File: src/rtl/phyctl_pkg.sv
package phyctl_pkg;
   typedef enum logic [1:0] {
      ST_IDLE,
      ST_SETUP,
      ST_WAIT_HI,
      ST_WAIT_LO
   } seq_state_t;

   typedef enum logic [1:0] {
      PH_ADDR,
      PH_DATA,
      PH_ACT
   } seq_phase_t;
endpackage

File: src/rtl/phyctl_ack_sync.sv
module phyctl_ack_sync #(
   parameter int STAGES = 2
) (
   input  logic clk,
   input  logic rst_n,
   input  logic async_in,
   output logic sync_out
);
   logic [STAGES-1:0] chain_q;

   genvar gi;
   generate
      for (gi = 0; gi < STAGES; gi++) begin : g_stage
         if (gi == 0) begin : g_first
            always_ff @(posedge clk) begin
               if (!rst_n) chain_q[0] <= 1'b0;
               else        chain_q[0] <= async_in;
            end
         end else begin : g_next
            always_ff @(posedge clk) begin
               if (!rst_n) chain_q[gi] <= 1'b0;
               else        chain_q[gi] <= chain_q[gi-1];
            end
         end
      end
   endgenerate

   assign sync_out = chain_q[STAGES-1];
endmodule

File: src/rtl/phyctl_wait_timer.sv
module phyctl_wait_timer #(
   parameter int LIMIT = 64
) (
   input  logic clk,
   input  logic rst_n,
   input  logic clr,
   output logic expired
);
   localparam int CNT_W = (LIMIT > 2) ? $clog2(LIMIT) : 1;
   localparam logic [CNT_W-1:0] LAST = CNT_W'(LIMIT - 1);

   logic [CNT_W-1:0] cnt_q;

   always_ff @(posedge clk) begin
      if (!rst_n || clr)  cnt_q <= '0;
      else if (!expired)  cnt_q <= cnt_q + 1'b1;
   end

   assign expired = (cnt_q == LAST);


   cnt_bound_chk: assert property (@(posedge clk) disable iff (!rst_n)
      cnt_q <= LAST);
endmodule

File: src/rtl/phyctl_sequencer.sv
module phyctl_sequencer
   import phyctl_pkg::*;
#(
   parameter int BUS_W = 16
) (
   input  logic             clk,
   input  logic             rst_n,
   input  logic             cmd_valid,
   input  logic             cmd_write,
   input  logic [BUS_W-1:0] cmd_addr,
   input  logic [BUS_W-1:0] cmd_wdata,
   output logic             cmd_ready,
   output logic             rsp_done,
   output logic [BUS_W-1:0] rsp_rdata,
   output logic             rsp_timeout,
   output logic [BUS_W-1:0] phy_din,
   output logic             phy_cap_addr,
   output logic             phy_cap_data,
   output logic             phy_rd,
   output logic             phy_wr,
   input  logic [BUS_W-1:0] phy_dout,
   input  logic             ack_s,
   input  logic             tmr_expired,
   output logic             tmr_clr
);
   seq_state_t       st_q, st_d;
   seq_phase_t       ph_q, ph_d;
   logic             wr_q;
   logic [BUS_W-1:0] addr_q, wdata_q, din_q, rdata_q;
   logic             to_q, done_q;
   logic             accept, leave_hi, leave_lo, fin, in_wait;

   assign accept   = (st_q == ST_IDLE) && cmd_valid;
   assign leave_hi = (st_q == ST_WAIT_HI) && (ack_s || tmr_expired);
   assign leave_lo = (st_q == ST_WAIT_LO) && (!ack_s || tmr_expired);
   assign fin      = leave_lo && (ph_q == PH_ACT);
   assign in_wait  = (st_q == ST_WAIT_HI) || (st_q == ST_WAIT_LO);
   assign tmr_clr  = !in_wait || leave_hi || leave_lo;

   always_comb begin
      st_d = st_q;
      ph_d = ph_q;
      case (st_q)
         ST_IDLE:    if (cmd_valid) begin st_d = ST_SETUP; ph_d = PH_ADDR; end
         ST_SETUP:   st_d = ST_WAIT_HI;
         ST_WAIT_HI: if (leave_hi) st_d = ST_WAIT_LO;
         ST_WAIT_LO: if (leave_lo) begin
            case (ph_q)
               PH_ADDR: begin st_d = ST_SETUP; ph_d = wr_q ? PH_DATA : PH_ACT; end
               PH_DATA: begin st_d = ST_SETUP; ph_d = PH_ACT; end
               default: st_d = ST_IDLE;
            endcase
         end
         default:    st_d = ST_IDLE;
      endcase
   end

   always_ff @(posedge clk) begin
      if (!rst_n) begin
         st_q    <= ST_IDLE;
         ph_q    <= PH_ADDR;
         wr_q    <= 1'b0;
         addr_q  <= '0;
         wdata_q <= '0;
         din_q   <= '0;
         rdata_q <= '0;
         to_q    <= 1'b0;
         done_q  <= 1'b0;
      end else begin
         st_q   <= st_d;
         ph_q   <= ph_d;
         done_q <= fin;
         if (accept) begin
            wr_q    <= cmd_write;
            addr_q  <= cmd_addr;
            wdata_q <= cmd_wdata;
            din_q   <= cmd_addr;
            to_q    <= 1'b0;
         end else begin
            if (leave_lo && ph_q == PH_ADDR && wr_q) din_q <= wdata_q;
            if ((st_q == ST_WAIT_HI && tmr_expired && !ack_s) ||
                (st_q == ST_WAIT_LO && tmr_expired && ack_s))
               to_q <= 1'b1;
            if (leave_hi && ph_q == PH_ACT && !wr_q) rdata_q <= phy_dout;
         end
      end
   end

   assign cmd_ready    = (st_q == ST_IDLE);
   assign rsp_done     = done_q;
   assign rsp_rdata    = rdata_q;
   assign rsp_timeout  = to_q;
   assign phy_din      = din_q;
   assign phy_cap_addr = (st_q == ST_WAIT_HI) && (ph_q == PH_ADDR);
   assign phy_cap_data = (st_q == ST_WAIT_HI) && (ph_q == PH_DATA);
   assign phy_rd       = (st_q == ST_WAIT_HI) && (ph_q == PH_ACT) && !wr_q;
   assign phy_wr       = (st_q == ST_WAIT_HI) && (ph_q == PH_ACT) && wr_q;


   strobe_onehot_chk: assert property (@(posedge clk) disable iff (!rst_n)
      $onehot0({phy_cap_addr, phy_cap_data, phy_rd, phy_wr}));

   strobe_gap_chk: assert property (@(posedge clk) disable iff (!rst_n)
      $rose(phy_cap_addr | phy_cap_data | phy_rd | phy_wr)
      |-> $past({phy_cap_addr, phy_cap_data, phy_rd, phy_wr}) == 4'b0);

   din_addr_chk: assert property (@(posedge clk) disable iff (!rst_n)
      phy_cap_addr |-> phy_din == addr_q);

   din_data_chk: assert property (@(posedge clk) disable iff (!rst_n)
      phy_cap_data |-> phy_din == wdata_q);

   to_clear_chk: assert property (@(posedge clk) disable iff (!rst_n)
      (cmd_valid && cmd_ready) |=> !rsp_timeout);

   busy_hold_chk: assert property (@(posedge clk) disable iff (!rst_n)
      !cmd_ready |=> $stable(addr_q) && $stable(wr_q));

   done_pulse_chk: assert property (@(posedge clk) disable iff (!rst_n)
      rsp_done |=> !rsp_done);

   done_ready_chk: assert property (@(posedge clk) disable iff (!rst_n)
      rsp_done |-> cmd_ready);
endmodule

File: src/rtl/phyctl_xact_engine.sv
module phyctl_xact_engine #(
   parameter int BUS_W       = 16,
   parameter int SYNC_STAGES = 2,
   parameter int TIMEOUT_CYC = 64
) (
   input  logic             clk,
   input  logic             rst_n,
   input  logic             cmd_valid,
   input  logic             cmd_write,
   input  logic [BUS_W-1:0] cmd_addr,
   input  logic [BUS_W-1:0] cmd_wdata,
   output logic             cmd_ready,
   output logic             rsp_done,
   output logic [BUS_W-1:0] rsp_rdata,
   output logic             rsp_timeout,
   output logic [BUS_W-1:0] phy_din,
   output logic             phy_cap_addr,
   output logic             phy_cap_data,
   output logic             phy_rd,
   output logic             phy_wr,
   input  logic [BUS_W-1:0] phy_dout,
   input  logic             phy_ack
);
   generate
      if (BUS_W < 1) begin : g_bad_width
         $error("BUS_W must be at least 1");
      end
      if (SYNC_STAGES < 2) begin : g_bad_sync
         $error("SYNC_STAGES must be at least 2");
      end
      if (TIMEOUT_CYC < 2) begin : g_bad_timeout
         $error("TIMEOUT_CYC must be at least 2");
      end
   endgenerate

   logic ack_s, tmr_expired, tmr_clr;

   phyctl_ack_sync #(.STAGES(SYNC_STAGES)) i_sync (
      .clk      (clk),
      .rst_n    (rst_n),
      .async_in (phy_ack),
      .sync_out (ack_s)
   );

   phyctl_wait_timer #(.LIMIT(TIMEOUT_CYC)) i_timer (
      .clk     (clk),
      .rst_n   (rst_n),
      .clr     (tmr_clr),
      .expired (tmr_expired)
   );

   phyctl_sequencer #(.BUS_W(BUS_W)) i_seq (
      .clk          (clk),
      .rst_n        (rst_n),
      .cmd_valid    (cmd_valid),
      .cmd_write    (cmd_write),
      .cmd_addr     (cmd_addr),
      .cmd_wdata    (cmd_wdata),
      .cmd_ready    (cmd_ready),
      .rsp_done     (rsp_done),
      .rsp_rdata    (rsp_rdata),
      .rsp_timeout  (rsp_timeout),
      .phy_din      (phy_din),
      .phy_cap_addr (phy_cap_addr),
      .phy_cap_data (phy_cap_data),
      .phy_rd       (phy_rd),
      .phy_wr       (phy_wr),
      .phy_dout     (phy_dout),
      .ack_s        (ack_s),
      .tmr_expired  (tmr_expired),
      .tmr_clr      (tmr_clr)
   );
endmodule

File: config.mk
export PLATFORM = sky130hd
export DESIGN_NAME = phyctl_xact_engine
export DESIGN_NICKNAME = d
export VERILOG_FILES = /design/src/rtl/phyctl_pkg.sv /design/src/rtl/phyctl_ack_sync.sv /design/src/rtl/phyctl_wait_timer.sv /design/src/rtl/phyctl_sequencer.sv /design/src/rtl/phyctl_xact_engine.sv
export SDC_FILE = /design/constraint.sdc
export NUM_CORES = 1
export LEC_CHECK = 0
export BUFFER_PORTS_ARGS = -buffer_cell sky130_fd_sc_hd__buf_2
export CELL_PAD_IN_SITES_DETAIL_PLACEMENT = 1
export CELL_PAD_IN_SITES_GLOBAL_PLACEMENT = 2
export CORE_MARGIN = 5
export CORE_UTILIZATION = 31
export CTS_CLUSTER_SIZE = 8
export DETAILED_ROUTE_END_ITERATION = 8
export PLACE_DENSITY = 0.88
export SKIP_LAST_GASP = 1
export SLEW_MARGIN = 20
export SYNTH_ARGS = -nofsm -noshare
export SYNTH_HDL_FRONTEND = slang
export SYNTH_SLANG_ARGS = --single-unit
File: constraint.sdc
create_clock -name clk -period 2.5 [get_ports clk]
set_input_delay 0.5 -clock clk [delete_from_list [all_inputs] [get_ports clk]]
set_output_delay 0.5 -clock clk [all_outputs]
set_load 0.02 [all_outputs]
After elaboration in Yosys (flattened, before gate mapping)
Index checks and enable logic that the tools add are counted.

Equality and inequality tests: 10. Add/sub/neg operators: 1. Bitwise logic cells: 2. Mux-type cells: 12. Reductions and logical operators: 37.

Operator list (number): two-way mux 16 bit (2); logical AND 1 bit (17); two-way mux 2 bit (6); one-hot mux 2 bit (2 select lines) (2); one-hot mux 2 bit (4 select lines) (1); logical OR 1 bit (7); adder 6 x 1 -> 6 bit (second input constant) (1); equality test 2 bit (second input constant) (3); equality test 6 bit (second input constant) (1); equality test 2 x 1 -> 1 bit (second input constant) (2); logical NOT 1 bit (4); logical NOT 2 bit (2); inequality test 2 x 1 -> 1 bit (second input constant) (2); AND reduction 4 bit (1); nonzero test 2 bit (2); OR reduction 2 bit (2); inequality test 3 bit (second input constant) (1); AND reduction 3 bit (1); inequality test 2 bit (second input constant) (1); inverter 1 bit (2); AND reduction 2 bit (1); two-way mux 1 bit (1).

Input port bits: 53. Bits in registers: 63. Output and inout port bits: 39.

Logic depth before layout (Yosys ltp)
Gate-level depths: netlist of run 1.

Word-level depth: 7. Mapped depth: 8. Depth with buffers taken out: 6.

Hierarchy
A second synthesis of run 1 with hierarchy kept.

Cell total of the unflattened synthesis: 323. Area total of the unflattened synthesis: 2653.8 sq um.

Modules (own cells, without submodules): phyctl_sequencer (sequential area each 1101.1 sq um, area each 2314.7 sq um, cells an instance 287, times used 1); phyctl_wait_timer (sequential area each 120.1 sq um, area each 286.5 sq um, cells an instance 32, times used 1); phyctl_ack_sync (sequential area each 40.0 sq um, area each 52.6 sq um, cells an instance 4, times used 1).

Least setup slack after synthesis of run 1
OpenSTA, ideal clock, no wires.

Kind: register to register. Start point: register i_seq.st_q[0]. End point: register i_seq.rdata_q[0], in the netlist i_seq.rsp_rdata[0]. Path slack: 554 ps. Library setup time: 72 ps. Cell stages (with the launch flop): 9. Path buffers: 2. Data arrival time: 1874 ps. Cells stage by stage: dfxtp_1 -> inv_1 -> ha_1 -> nand2_1 -> nor3_1 -> o211a_1 -> buf_6 -> buf_8 -> mux2i_1.

Word-level cells in the longest chain between the ends: 5.

RTL lines: start: declaration (line phyctl_sequencer.sv:26) `seq_state_t st_q, st_d;`; start signal: assignment (line phyctl_sequencer.sv:70) `st_q <= st_d;`; equality test 2 bit (line phyctl_sequencer.sv:34) `assign leave_hi = (st_q == ST_WAIT_HI) && (ack_s || tmr_expired);`; logical AND 1 bit (line phyctl_sequencer.sv:34); logical AND 1 bit (2 in series) (line phyctl_sequencer.sv:84) `if (leave_hi && ph_q == PH_ACT && !wr_q) rdata_q <= phy_dout;`; AND reduction 2 bit (no source line) (*); end signal: assignment (line phyctl_sequencer.sv:84); end: declaration (line phyctl_sequencer.sv:29) `logic [BUS_W-1:0] addr_q, wdata_q, din_q, rdata_q;`.

Every way passes the cells marked *; elsewhere a longest branch is shown, timed or not. A chain may end at the register's enable or synchronous reset.

Final worst setup path of run 1
Start point: register i_seq.st_q[0]. End point: output port phy_rd.

Word-level cells in the longest chain between the ends: 3.

RTL lines: equality test 2 bit (line phyctl_sequencer.sv:96) `assign phy_rd = (st_q == ST_WAIT_HI) && (ph_q == PH_ACT) && !wr_q;`; logical AND 1 bit (2 in series) (line phyctl_sequencer.sv:96); end: declaration (line phyctl_xact_engine.sv:19) `output logic phy_rd,`.

Every way passes these cells.

==> impl_summary.md, run 1 <==
Run status
The run finished with clean final reports.

Layout
The area added between synthesis and finish is 27.3%. The fraction of final layout cells with drive strength greater than 1 is 0.290. 0 antenna diodes ended up in the layout.

The layout has 1091 filler cells. After the flow finishes, the layout carries non-filler instances totaling ~520. The number of nets in the layout is roughly 460.

Clock network
The clock insertion delay at the later pin of the skew report is 350 ps. In this run, CTS created clock tree buffers numbering 9. Clock-pin slew was measured on the worst setup and hold paths at approximately 70 ps.

The H-tree generated during clock tree synthesis spans 3 levels. TritonCTS built the clock tree. In this run, post-CTS repair resized a total of 0 instances. The number of sinks on the clock net is 63. The maximum root-to-sink buffer count is 2. The number of post-CTS setup repair buffers is 0.

The number of buffers inserted by hold repair at cts is 0. The cell at the root of the clock tree is clkbuf_8.

Floorplan
The total area inside the core boundary comes to 0.00868 mm2. The initial core utilization is 0.317. Measured along the x axis, the die boundary spans 104 um.

The die covers roughly 0.011 mm2. between 90 and 100 I/O pins were placed. The number of rows created at floorplan is 34. The die height is 104 um.

Synth
The register bit total from synthesis is 63. For this run, the register share of the synthesized area comes to 0.459. The number of unique standard cell types used by synthesis is 41. Sorting the synthesized cells by area gives the leading types as dfxtp_1, nand2_1, mux2i_1, a21o_1, a21oi_1. The fraction of the mapped netlist area in simple logic gates is 0.205. The fraction of post-synthesis cell area in the top cell type by area is 0.459.

After synthesis, the mean cell area works out to 8.64 um2. The share of the synthesized area in compound gates (AO/OA/AOI/OAI) was 0.132. Yosys mapped a number of flops with a built-in enable equal to 0. The total number of yosys warnings is 0.

The net count after synthesis is around 380. The most common cell in the synthesized netlist is nand2_1. After synthesis the cells add up to 0.00275 mm2. Counting every instance in the synthesized netlist gives 318. The cell taking the most area after synthesis is dfxtp_1. After synthesis, the largest family of logic cells by area is simple AND/OR/NAND/NOR gates. Among all flip-flop cells after synthesis, the most frequent one is dfxtp_1. Of the total synthesized cell area, the portion taken by full adders, half adders and majority gates is 0.0182.

After synthesis, the most frequently instantiated cells are nand2_1, dfxtp_1, mux2i_1, a21oi_1, a21o_1. Of the total synthesized cell area, the portion taken by XOR and XNOR cells is 0.00956. After synthesis, the share of cell area in mux cells is 0.124. The fraction of synthesis flops using an asynchronous set or reset pin is 0.

GRT
Entering global routing, the biggest net connects 49 pins. The via count of the first global-routing pass was 2550. The global-route track usage on met2 is 0.230. For met1 alone, demand over resource in global routing was 0.163. The number of antenna violations at the first check in global routing is 0.

The wire length of the first global-routing pass is 12400 um. For this run, global-route usage on met3 was measured as 0.0472. In the global route stage, overall resource usage came out at 0.138. Summed over all layers, the global routing overflow is 0. The global-route layer with the greatest usage is met2.

Route
For this block, the via count after detailed routing is 2446. The routed wire length is 7470 um. The average wire per standard cell is 14.4 um. The number of vias per cell after detailed routing is around 4.7.

The pre-antenna-repair detailed-routing pass consisted of 4 iterations. The detailed router finished its first iteration with 70 violations. The post-route DRC violation count is 0. The number of nets still failing antenna checks after routing is 0.

Timing
In the finished design, the share of the clock period the worst path needs comes to 0.827. The count of pins over their slew limit is 0. The number of failing setup endpoints in the final timing report is 0. For the pin with the worst max-slew slack, the measured transition is around 770 ps. The highest clock rate is 484 MHz. Setup repair after global routing left no endpoint under its margin. The final critical path time including I/O delays and setup is 2070 ps. The final-report hold violation count was 0.

Final hold analysis gives a worst-case slack of 360 ps. The headroom to the max-slew limit is 0.484. The worst setup slack after layout is 434 ps. On the final layout, the worst clock skew is between 9 and 10 ps. For the final routed database, the setup TNS stands at 0 ps.

Worst hold path
In this run the worst hold path is classified as in2reg. The hold-critical path depth is 2. The hold-critical path endpoint is i_sync.chain_q[0]$_SDFF_PN0_. The start point of the worst hold path is phy_ack.

Setup path
STA puts the critical path data required time at 2000 ps. The launching point of the worst reg2reg path is i_seq.st_q[0]$_SDFFE_PN0P_. The number of cell instances on the worst register-to-register path is 5. At the worst endpoint, the arrival time is approximately 1600 ps. For flop-to-flop paths, the worst setup slack is 580 ps. In this run the worst path has a maximum fanout of 6.

STA classifies the critical path startpoint as a flip-flop. The critical path in this run is classified as reg2out. In this run the critical register-to-register path is captured at i_seq.phy_din[14]$_SDFFE_PN0P_. The critical path endpoint category is an output pin.

Place
The number of buffer cells added on primary ports is 91. After detailed placement, the design holds a cell count of around 500. OpenSTA, run right after detailed placement, puts the worst setup slack at 576 ps. The half-perimeter wire length of the detailed placement result is 5530 um. The placer's final routability congestion estimate is 0.762.

Pwr
IR analysis of the VDD net gives a maximum drop of 0.263 mV. In this run the power density over the cells is approximately 850 mW/mm2. For this design the static power due to leakage is 0.00161 uW.

The completed layout was analyzed and its total power is 2960 uW.

Job
The tool flagged a number of max-cap violations equal to 0.
power by group:
group	leakage, uW	internal [uW]	switching [uW]	total (uW)
Sequential	0.000512	1130	68.9	1200
Combinational	0.000990	294	470	764
Clock	0.000105	562	431	993
worst max-delay path: stages (launching register included):
cell and delay [ps]:
dfxtp_1 340, inv_1 90, ha_1 280, nand2_1 100
nor3_1 200, buf_2 210
per-stage QoR:
| stage | instance area (um2) | utilization |
|---|---|---|
| after detailed placement | 3280 | 0.378 |
| final | 3500 | 0.403 |
| after floorplan | 2750 | - |
| after global routing | 3500 | 0.403 |
| after global placement | 3280 | 0.378 |
| after CTS | 3500 | 0.403 |
cells by family after synthesis:
group | after synthesis
AND/OR/NAND/NOR | 135
flip-flops | 63
AO/OA/AOI/OAI | 51
multiplexers | 34
buffers and inverters | 28
adder cells (fa/ha/maj) | 4
XOR/XNOR | 3
per-layer routing:
| layer | part of all wire | up-vias |
|---|---|---|
| li1 | - | 1229 |
| met5 | 0 | - |
| met2 | 0.49 | 70 |
| met3 | 0.066 | 8 |
| met4 | 0.0070 | 0 |
| met1 | 0.44 | 1139 |
flip-flops by register name (all words and copies together) (netlist names), 2 cells and up:
name             flops
i_seq.ph_q           2
i_timer.cnt_q        6
i_seq.st_q           2
i_seq.rsp_rdata     16
i_seq.wdata_q       16
i_seq.phy_din       16
layout by cell type (no fill, tap or decap), types with 8 or more instances in the layout:
master / Yosys / routed
nand2_1: 104 / 104
buf_2: 5 / 91
dfxtp_1: 63 / 63
mux2i_1: 33 / 33
a21oi_1: 18 / 18
a21o_1: 15 / 15
nor2_1: 11 / 11
clkbuf_8: 0 / 9
inv_1: 8 / 8
worst max-delay path by stage:
stage	slack [ps]	cells past startpoint	start	endpoint
6_report	430	5	i_seq.st_q[0]$_SDFFE_PN0P_	phy_rd
3_3_place_gp	670	5	i_seq.st_q[0]$_SDFFE_PN0P_	i_seq.phy_din[14]$_SDFFE_PN0P_
4_1_cts	390	4	i_seq.st_q[1]$_SDFFE_PN0P_	phy_rd
3_5_place_dp	580	5	i_seq.st_q[0]$_SDFFE_PN0P_	i_seq.phy_din[9]$_SDFFE_PN0P_
5_1_grt	320	4	i_seq.st_q[1]$_SDFFE_PN0P_	phy_rd
2_1_floorplan	550	8	i_seq.st_q[0]$_SDFFE_PN0P_	i_seq.rsp_rdata[0]$_SDFFE_PN0P_
final cells by class:
class                           instances  area, um2  area share
Multi-Input combinational cell        227       1350       0.384
Sequential cell                        63       1260       0.361
Clock inverter                          7       97.6      0.0279
Timing Repair Buffer                   96        505       0.144
Inverter                                8       30.0     0.00858
Clock buffer                            9        124      0.0354
Tap cell                              108        135      0.0386
Note: power is estimated with default switching activity, not from simulation.
==> run 2, diff against run 1 <==
--- a/config.mk
+++ b/config.mk
@@ -9,10 +9,10 @@
 export CELL_PAD_IN_SITES_DETAIL_PLACEMENT = 1
 export CELL_PAD_IN_SITES_GLOBAL_PLACEMENT = 2
 export CORE_MARGIN = 5
-export CORE_UTILIZATION = 31
+export CORE_UTILIZATION = 26
 export CTS_CLUSTER_SIZE = 8
 export DETAILED_ROUTE_END_ITERATION = 8
-export PLACE_DENSITY = 0.88
+export PLACE_DENSITY = 0.79
 export SKIP_LAST_GASP = 1
 export SLEW_MARGIN = 20
 export SYNTH_ARGS = -nofsm -noshare
==> constraint.sdc (replaced) <==
create_clock -name clk -period 1.7 [get_ports clk]
set_input_delay 0.34 -clock clk [delete_from_list [all_inputs] [get_ports clk]]
set_output_delay 0.34 -clock clk [all_outputs]
set_load 0.02 [all_outputs]
==> impl_summary.md, run 2 (synthesis gave the netlist of run 1 again) <==
Run status
The run finished with clean final reports.

Setup path
The number of buffer and inverter stages on the critical path is 1. The worst setup path is launched from a flip-flop. The launching point of the worst reg2reg path is i_seq.st_q[1]$_SDFFE_PN0P_.

The critical path is of the reg2reg type. Data on the critical path arrives at its endpoint at ~1900 ps. The critical path endpoint category is a flip-flop. The internal reg-to-reg setup slack is about 87 ps.

The end point of the critical path is i_seq.ph_q[0]$_SDFFE_PN0P_. The origin of the worst setup path is i_seq.st_q[1]$_SDFFE_PN0P_. The number of cell instances on the worst register-to-register path is 6. The critical path crosses 6 cells after its start point.

On the critical path the largest part of the delay comes from flip-flops. The cell at the slowest stage of the critical path is dfxtp_4. The signal on the critical path passes through inv_1, ha_2, mux2_2, o32a_1, and3_1, a211oi_1. The delay contributed by the slowest stage of the critical path is 370 ps. The required arrival time at the worst endpoint is 1950 ps. In this run the worst path has a maximum fanout of 6.

The endpoint identified for the worst register-to-register timing path is i_seq.ph_q[0]$_SDFFE_PN0P_.

Timing
The number of failing setup endpoints in the final timing report is 0. Timing would allow up to approximately 620 MHz. Setup repair after global routing could not meet its margin everywhere. Measured against its own limit, the worst slew margin works out to 0.751.

The worst setup slack after layout is 86.8 ps. At the pin with the least slew margin, the transition time is 368 ps. Clock skew on the completed layout was measured at 10.3 ps. The final-report hold violation count is 0.

The final critical path time including I/O delays and setup is approximately 1600 ps. The post-route fraction of the period consumed by the critical path is 0.949. The count of pins over their slew limit is 0.

Clock network
The later pin in the worst-skew pair is clocked with a latency of 340 ps. The H-tree was split into 3 levels. The number of sinks on the clock net is 63. After clock tree synthesis, the clock-pin slew on the worst setup and hold paths is 70 ps. Buffers inserted during clock tree synthesis total 9.

For this design, the CTS-stage hold fixing added 0 buffers. TritonCTS built the clock tree. The clock passes through at most 2 buffers.

In this run the clock root is driven by a clkbuf_8.

GRT
The overall overflow remaining after global route is 0. Entering global routing, the biggest net connects 34 pins. The via count of the first global-routing pass is 2621.

The number of antenna violations at the first check in global routing is 0. The first global-routing pass estimated around 13000 um of wire. The total global-route track usage is 0.126.

Layout
Leaving out fill and tap cells, the most frequent cells in the layout are nand2_1, buf_2, dfxtp_1. 0 antenna diodes ended up in the layout. The area added between synthesis and finish is 36.0%. The library cell used most frequently in the layout, excluding fill and tap cells, is nand2_1. After the last flow step, the layout net total stands at 473. The finished layout holds 557 standard cells, fillers aside.

The fraction of final layout cells with drive strength greater than 1 is 0.325.

Place
OpenSTA, run right after detailed placement, puts the worst setup slack at -14.4 ps. The HPWL after detailed placement is 5830 um. Port buffering added 91 buffers. The number of placed instances, taps included, is 541.

The placer's final routability congestion estimate is approximately 0.75.

Floorplan
For this design the top-level I/O count stands at 92. The initialized floorplan defines 37 standard-cell rows. For this configuration, the core starts out at a cell density of 0.266. The core region is 0.0103 mm2. The floorplan step defined a die boundary enclosing approximately 0.013 mm2. The die height is 113 um. The die is 113 um wide.

Route
Routed signal wires occupy layers up through met4. In the routed layout, each cell is associated on average with a via count of 4.49. The average wire per standard cell is between 10 and 15 um. In the routed design, unresolved DRC markers number 0. The wire length on met1 is 3500 um. Summed over all layers, the routed wires come to 7790 um. Summed over all nets, wire length on met2 after detailed routing comes to 3750 um. The count of nets left with antenna violations once routing finished came out at 0.

The pre-antenna-repair detailed-routing pass consisted of 4 iterations. The initial DRC count is 70. The detailed route wirelength on metal3 is 382 um. The via count of the routed design is 2501.

Pwr
The static leakage is 0.00171 uW. The worst-case IR drop observed on VDD is roughly 0.47 mV. The design draws 4640 uW. The total power divided by cell area is 1240 mW/mm2.

Worst hold path
The tightest min-delay check is of the in2reg type.

Job
The number of max-cap violations is 0.
## run 2: cell count changes in the layout (fill, tap and decap cells not counted), sizes merged
cell / previous run / this run
bufinv: 2 / 3
clkbuf: 9 / 10
buf: 96 / 107
clkinvlp: 2 / 0
## run 2: cell type report
class                   instances  area [um2]
clock inverters                 6         109
repair buffers                107         653
flip-flops and latches         63        1260
well taps                     136         170
multi-input cells             227        1380
clock buffers                  10         128
inverters                       8        30.0
fillers                      1245        6590
## run 2: routing by layer
layer  vias up  track usage
li1       1250            -
met1      1184        0.150
met2        57        0.208
met3        10       0.0406
met4         0       0.0529
met5         -            0
## run 2: through the flow
step	utilization	instance area (um2)	hold slack (ps)	TNS [ps]
after floorplan	-	2760	412	0
after global placement	0.335	3460	420	0
after detailed placement	0.335	3460	427	-30.5
after CTS	0.363	3740	180	-80.7
after global routing	0.362	3740	199	0
final	0.362	3740	203	0
## run 2: worst min path at each step
stage,startpoint,to,cells after the start
after floorplan,i_sync.chain_q[0]$_SDFF_PN0_,i_sync.sync_out$_SDFF_PN0_,1
after global placement,i_sync.chain_q[0]$_SDFF_PN0_,i_sync.sync_out$_SDFF_PN0_,1
after detailed placement,i_sync.chain_q[0]$_SDFF_PN0_,i_sync.sync_out$_SDFF_PN0_,1
after CTS,phy_ack,i_sync.chain_q[0]$_SDFF_PN0_,2
after global routing,phy_ack,i_sync.chain_q[0]$_SDFF_PN0_,2
final,phy_ack,i_sync.chain_q[0]$_SDFF_PN0_,2
## run 2: what timing repair did
item	CTS	global route
pin swaps	1	2
gates resized for setup	11	4
buffers inserted	1	0
setup endpoints to repair	16	38
cloned	0	0
## run 2: power breakdown
group          leakage (uW)  switching [uW]  internal, uW
registers          0.000513            95.0          1660
clock network      0.000120             608           972
logic               0.00108             733           566
## run 2: worst reg2reg max path: cells and delay by family, from the launching register on
kind	cells	cell delay (ps)
AO/OA/AOI/OAI	2	350
flip-flops	1	370
buffers and inverters	1	60
AND/OR/NAND/NOR	1	170
adder cells (fa/ha/maj)	1	220
multiplexers	1	350
==> run 3, diff against run 2 <==
==> constraint.sdc (replaced) <==
create_clock -name clk -period 1.7 [get_ports clk]
set_input_delay 0.085 -clock clk [delete_from_list [all_inputs] [get_ports clk]]
set_output_delay 0.085 -clock clk [all_outputs]
set_load 0.02 [all_outputs]
==> impl_summary.md, run 3 (synthesis gave the netlist of run 1 again) <==
Route
For this run, design rule violations remaining after detail routing come to 0. The routed wire length is roughly 8000 um. For this block, the initial DRC count from the detailed router was 80. Detailed routing placed a total of 405 um of wire on met3. In this run the top signal layer used is met4. The average wire per standard cell is ~14 um.

The detail route stage leaves a number of antenna-violating nets equal to 0. The met2 wire length is approximately 4200 um. The number of vias per cell after detailed routing is roughly 4.4. Detailed routing inserted a total of 2602 vias. Before antenna repair, the detailed router went through 4 iterations. The detailed router put a total of 3390 um of wire on met1.

Layout
The area growth from synthesis to layout is 45.1%. The most frequent standard cell in the layout excluding fill and tap cells is nand2_1. The number of nets in the layout is 507.

Across the whole layout, storage elements account for 0.00126 mm2. The area of combinational cells with multiple inputs is 0.00137 mm2. In the final layout, the share of cells above drive strength 1 is 0.301. The post-route non-filler standard cell count is 591. The filler cell count in the final layout is 1239. In the layout the commonest cells are nand2_1, buf_2, dfxtp_1. The post-layout instance area is 0.00399 mm2. 0 antenna diodes ended up in the layout.

Timing
Adding up every negative setup slack in the final design gives 0 ps. The smallest clock period supported by the final layout is computed as 1660 ps. The number of failing setup endpoints in the final timing report is 0. In this run the tightest slew margin relative to its limit is 0.768.

At the pin with the least slew margin, the transition time is 348 ps. The count of pins over their slew limit is 0. The final-report hold violation count is 0. Dividing the final minimum period by the clock period gives 0.975. Between clock sinks in the finished design, the worst skew comes to approximately 5.8 ps. The highest clock rate is 603 MHz.

Setup repair after global routing could not meet its margin everywhere.

Place
The standard cell area after detailed placement is 0.00345 mm2. The placer's final routability congestion estimate is between 0.7 and 0.8. During placement, the flow inserted port buffers numbering 91. The number of placed instances, taps included is roughly 540.

The half-perimeter wire length of the detailed placement result is 5820 um.

Setup path
The launching point of the worst reg2reg path is i_seq.st_q[0]$_SDFFE_PN0P_. In this run the critical register-to-register path is captured at i_seq.ph_q[0]$_SDFFE_PN0P_. The worst-path maximum fanout is 6.

The end point of the critical path is i_seq.ph_q[0]$_SDFFE_PN0P_. The required arrival time at the worst endpoint is 1970 ps. The critical path endpoint category is a flip-flop. For the worst flop-to-flop path, the logic depth is 6.

By startpoint and endpoint, the worst setup path is classified as reg2reg. In this run the register-to-register setup slack is 40 ps. Data on the critical path arrives at its endpoint at between 1500 and 2000 ps.

The type of origin of the critical path is a flip-flop. The origin of the worst setup path is i_seq.st_q[0]$_SDFFE_PN0P_.

Worst hold path
The tightest min-delay check is of the in2reg type. Along the worst hold path, the cell count comes to 4.

Clock network
The H-tree was split into 3 levels. The cell at the root of the clock tree is clkbuf_8. TritonCTS created 9 clock buffers. The clock insertion delay at the later pin of the skew report is 350 ps. After clock tree synthesis, the clock-pin slew on the worst setup and hold paths is 70 ps. The clock passes through at most 2 buffers. The CTS tree is built. The number of sinks on the clock net is 63. Post-CTS timing repair inserted 0 buffers for setup.

Floorplan
The die is 113 um wide. The I/O pin total is 92. The die covers around 0.013 mm2.

For this configuration, the core starts out at a cell density of 0.266. The die height is between 100 and 150 um. After floorplanning, the core was sized to cover 0.0103 mm2.

After floorplanning, the core was divided into 37 placement rows.

Pwr
VDD sags by at most roughly 0.39 mV. For this design the ratio of total power to cell area is roughly 1100 mW/mm2. Summed over all cells, the static leakage comes to 0.00181 uW.

GRT
The overall overflow remaining after global route is 0. The number of antenna violations at the first check in global routing is 0. The via count of the first global-routing pass is roughly 2700. Entering global routing, the biggest net connects 32 pins. The first global-routing pass estimated between 10000 and 15000 um of wire. The total global-route track usage is 0.130.

Run status
The flow ran to the end, and the final reports show no timing, DRC or antenna violations.

Job
The number of max-cap violations is 0.
## run 3: cell count changes in the layout (fill, tap and decap cells not counted), sizes merged
| cell | previous run | this run |
|---|---|---|
| bufinv | 3 | 1 |
| clkbuf | 10 | 9 |
| clkinv | 3 | 6 |
| dlygate4sd3 | 0 | 34 |
## run 3: worst max-delay path: stages, from the launching register on
cell and delay [ps]:
dfxtp_1 340, inv_1 100, ha_2 230, mux2_2 350, o32a_1 170, and3_1 200, a211oi_2 200
## run 3: layer usage
metal | GRT usage | vias to the layer above
li1 | - | 1320
met1 | 0.144 | 1204
met2 | 0.232 | 65
met3 | 0.0401 | 13
met4 | 0.0537 | 0
met5 | 0 | -
## run 3: area by class of cell
cell class | instances | share of cell area
Multi-Input combinational cell | 227 | 0.344
Sequential cell | 63 | 0.317
Timing Repair Buffer | 141 | 0.242
Tap cell | 136 | 0.0427
Clock buffer | 9 | 0.0311
Clock inverter | 7 | 0.0160
Inverter | 8 | 0.00753
## run 3: power by group
part / switching, uW / leakage (uW) / internal, uW
registers: 97.5 / 0.000513 / 1660
clock network: 613 / 0.000103 / 666
logic: 735 / 0.00120 / 600
total: 1450 / 0.00181 / 2930
## run 3: timing repair
action                                 CTS  global route
gates resized for setup                  1             4
setup endpoints to repair                3            31
endpoints found under the hold margin   34             0
hold buffers                            34             0
## run 3: per-stage QoR
| step | power [uW] | worst slack (ps) | hold WS [ps] | utilization |
|---|---|---|---|---|
| floorplan | 2600 | 2.77 | 212 | - |
| global placement | 3050 | 89.6 | 299 | 0.334 |
| detailed placement | 3080 | -1.28 | 297 | 0.334 |
| CTS | 4460 | 1.47 | 57.1 | 0.385 |
| global route | 4660 | -60.4 | 78.0 | 0.386 |
| finish | 4380 | 42.2 | 77.7 | 0.386 |
## run 3: how the worst min path moves through the flow
| stage | to | from | slack, ps |
|---|---|---|---|
| CTS | i_seq.phy_din[2]$_SDFFE_PN0P_ | cmd_addr[2] | 60 |
| detailed placement | i_sync.chain_q[0]$_SDFF_PN0_ | phy_ack | 300 |
| floorplan | i_sync.chain_q[0]$_SDFF_PN0_ | phy_ack | 210 |
| global placement | i_sync.chain_q[0]$_SDFF_PN0_ | phy_ack | 300 |
| finish | i_seq.phy_din[3]$_SDFFE_PN0P_ | cmd_addr[3] | 80 |
| global route | i_seq.phy_din[3]$_SDFFE_PN0P_ | cmd_addr[3] | 80 |
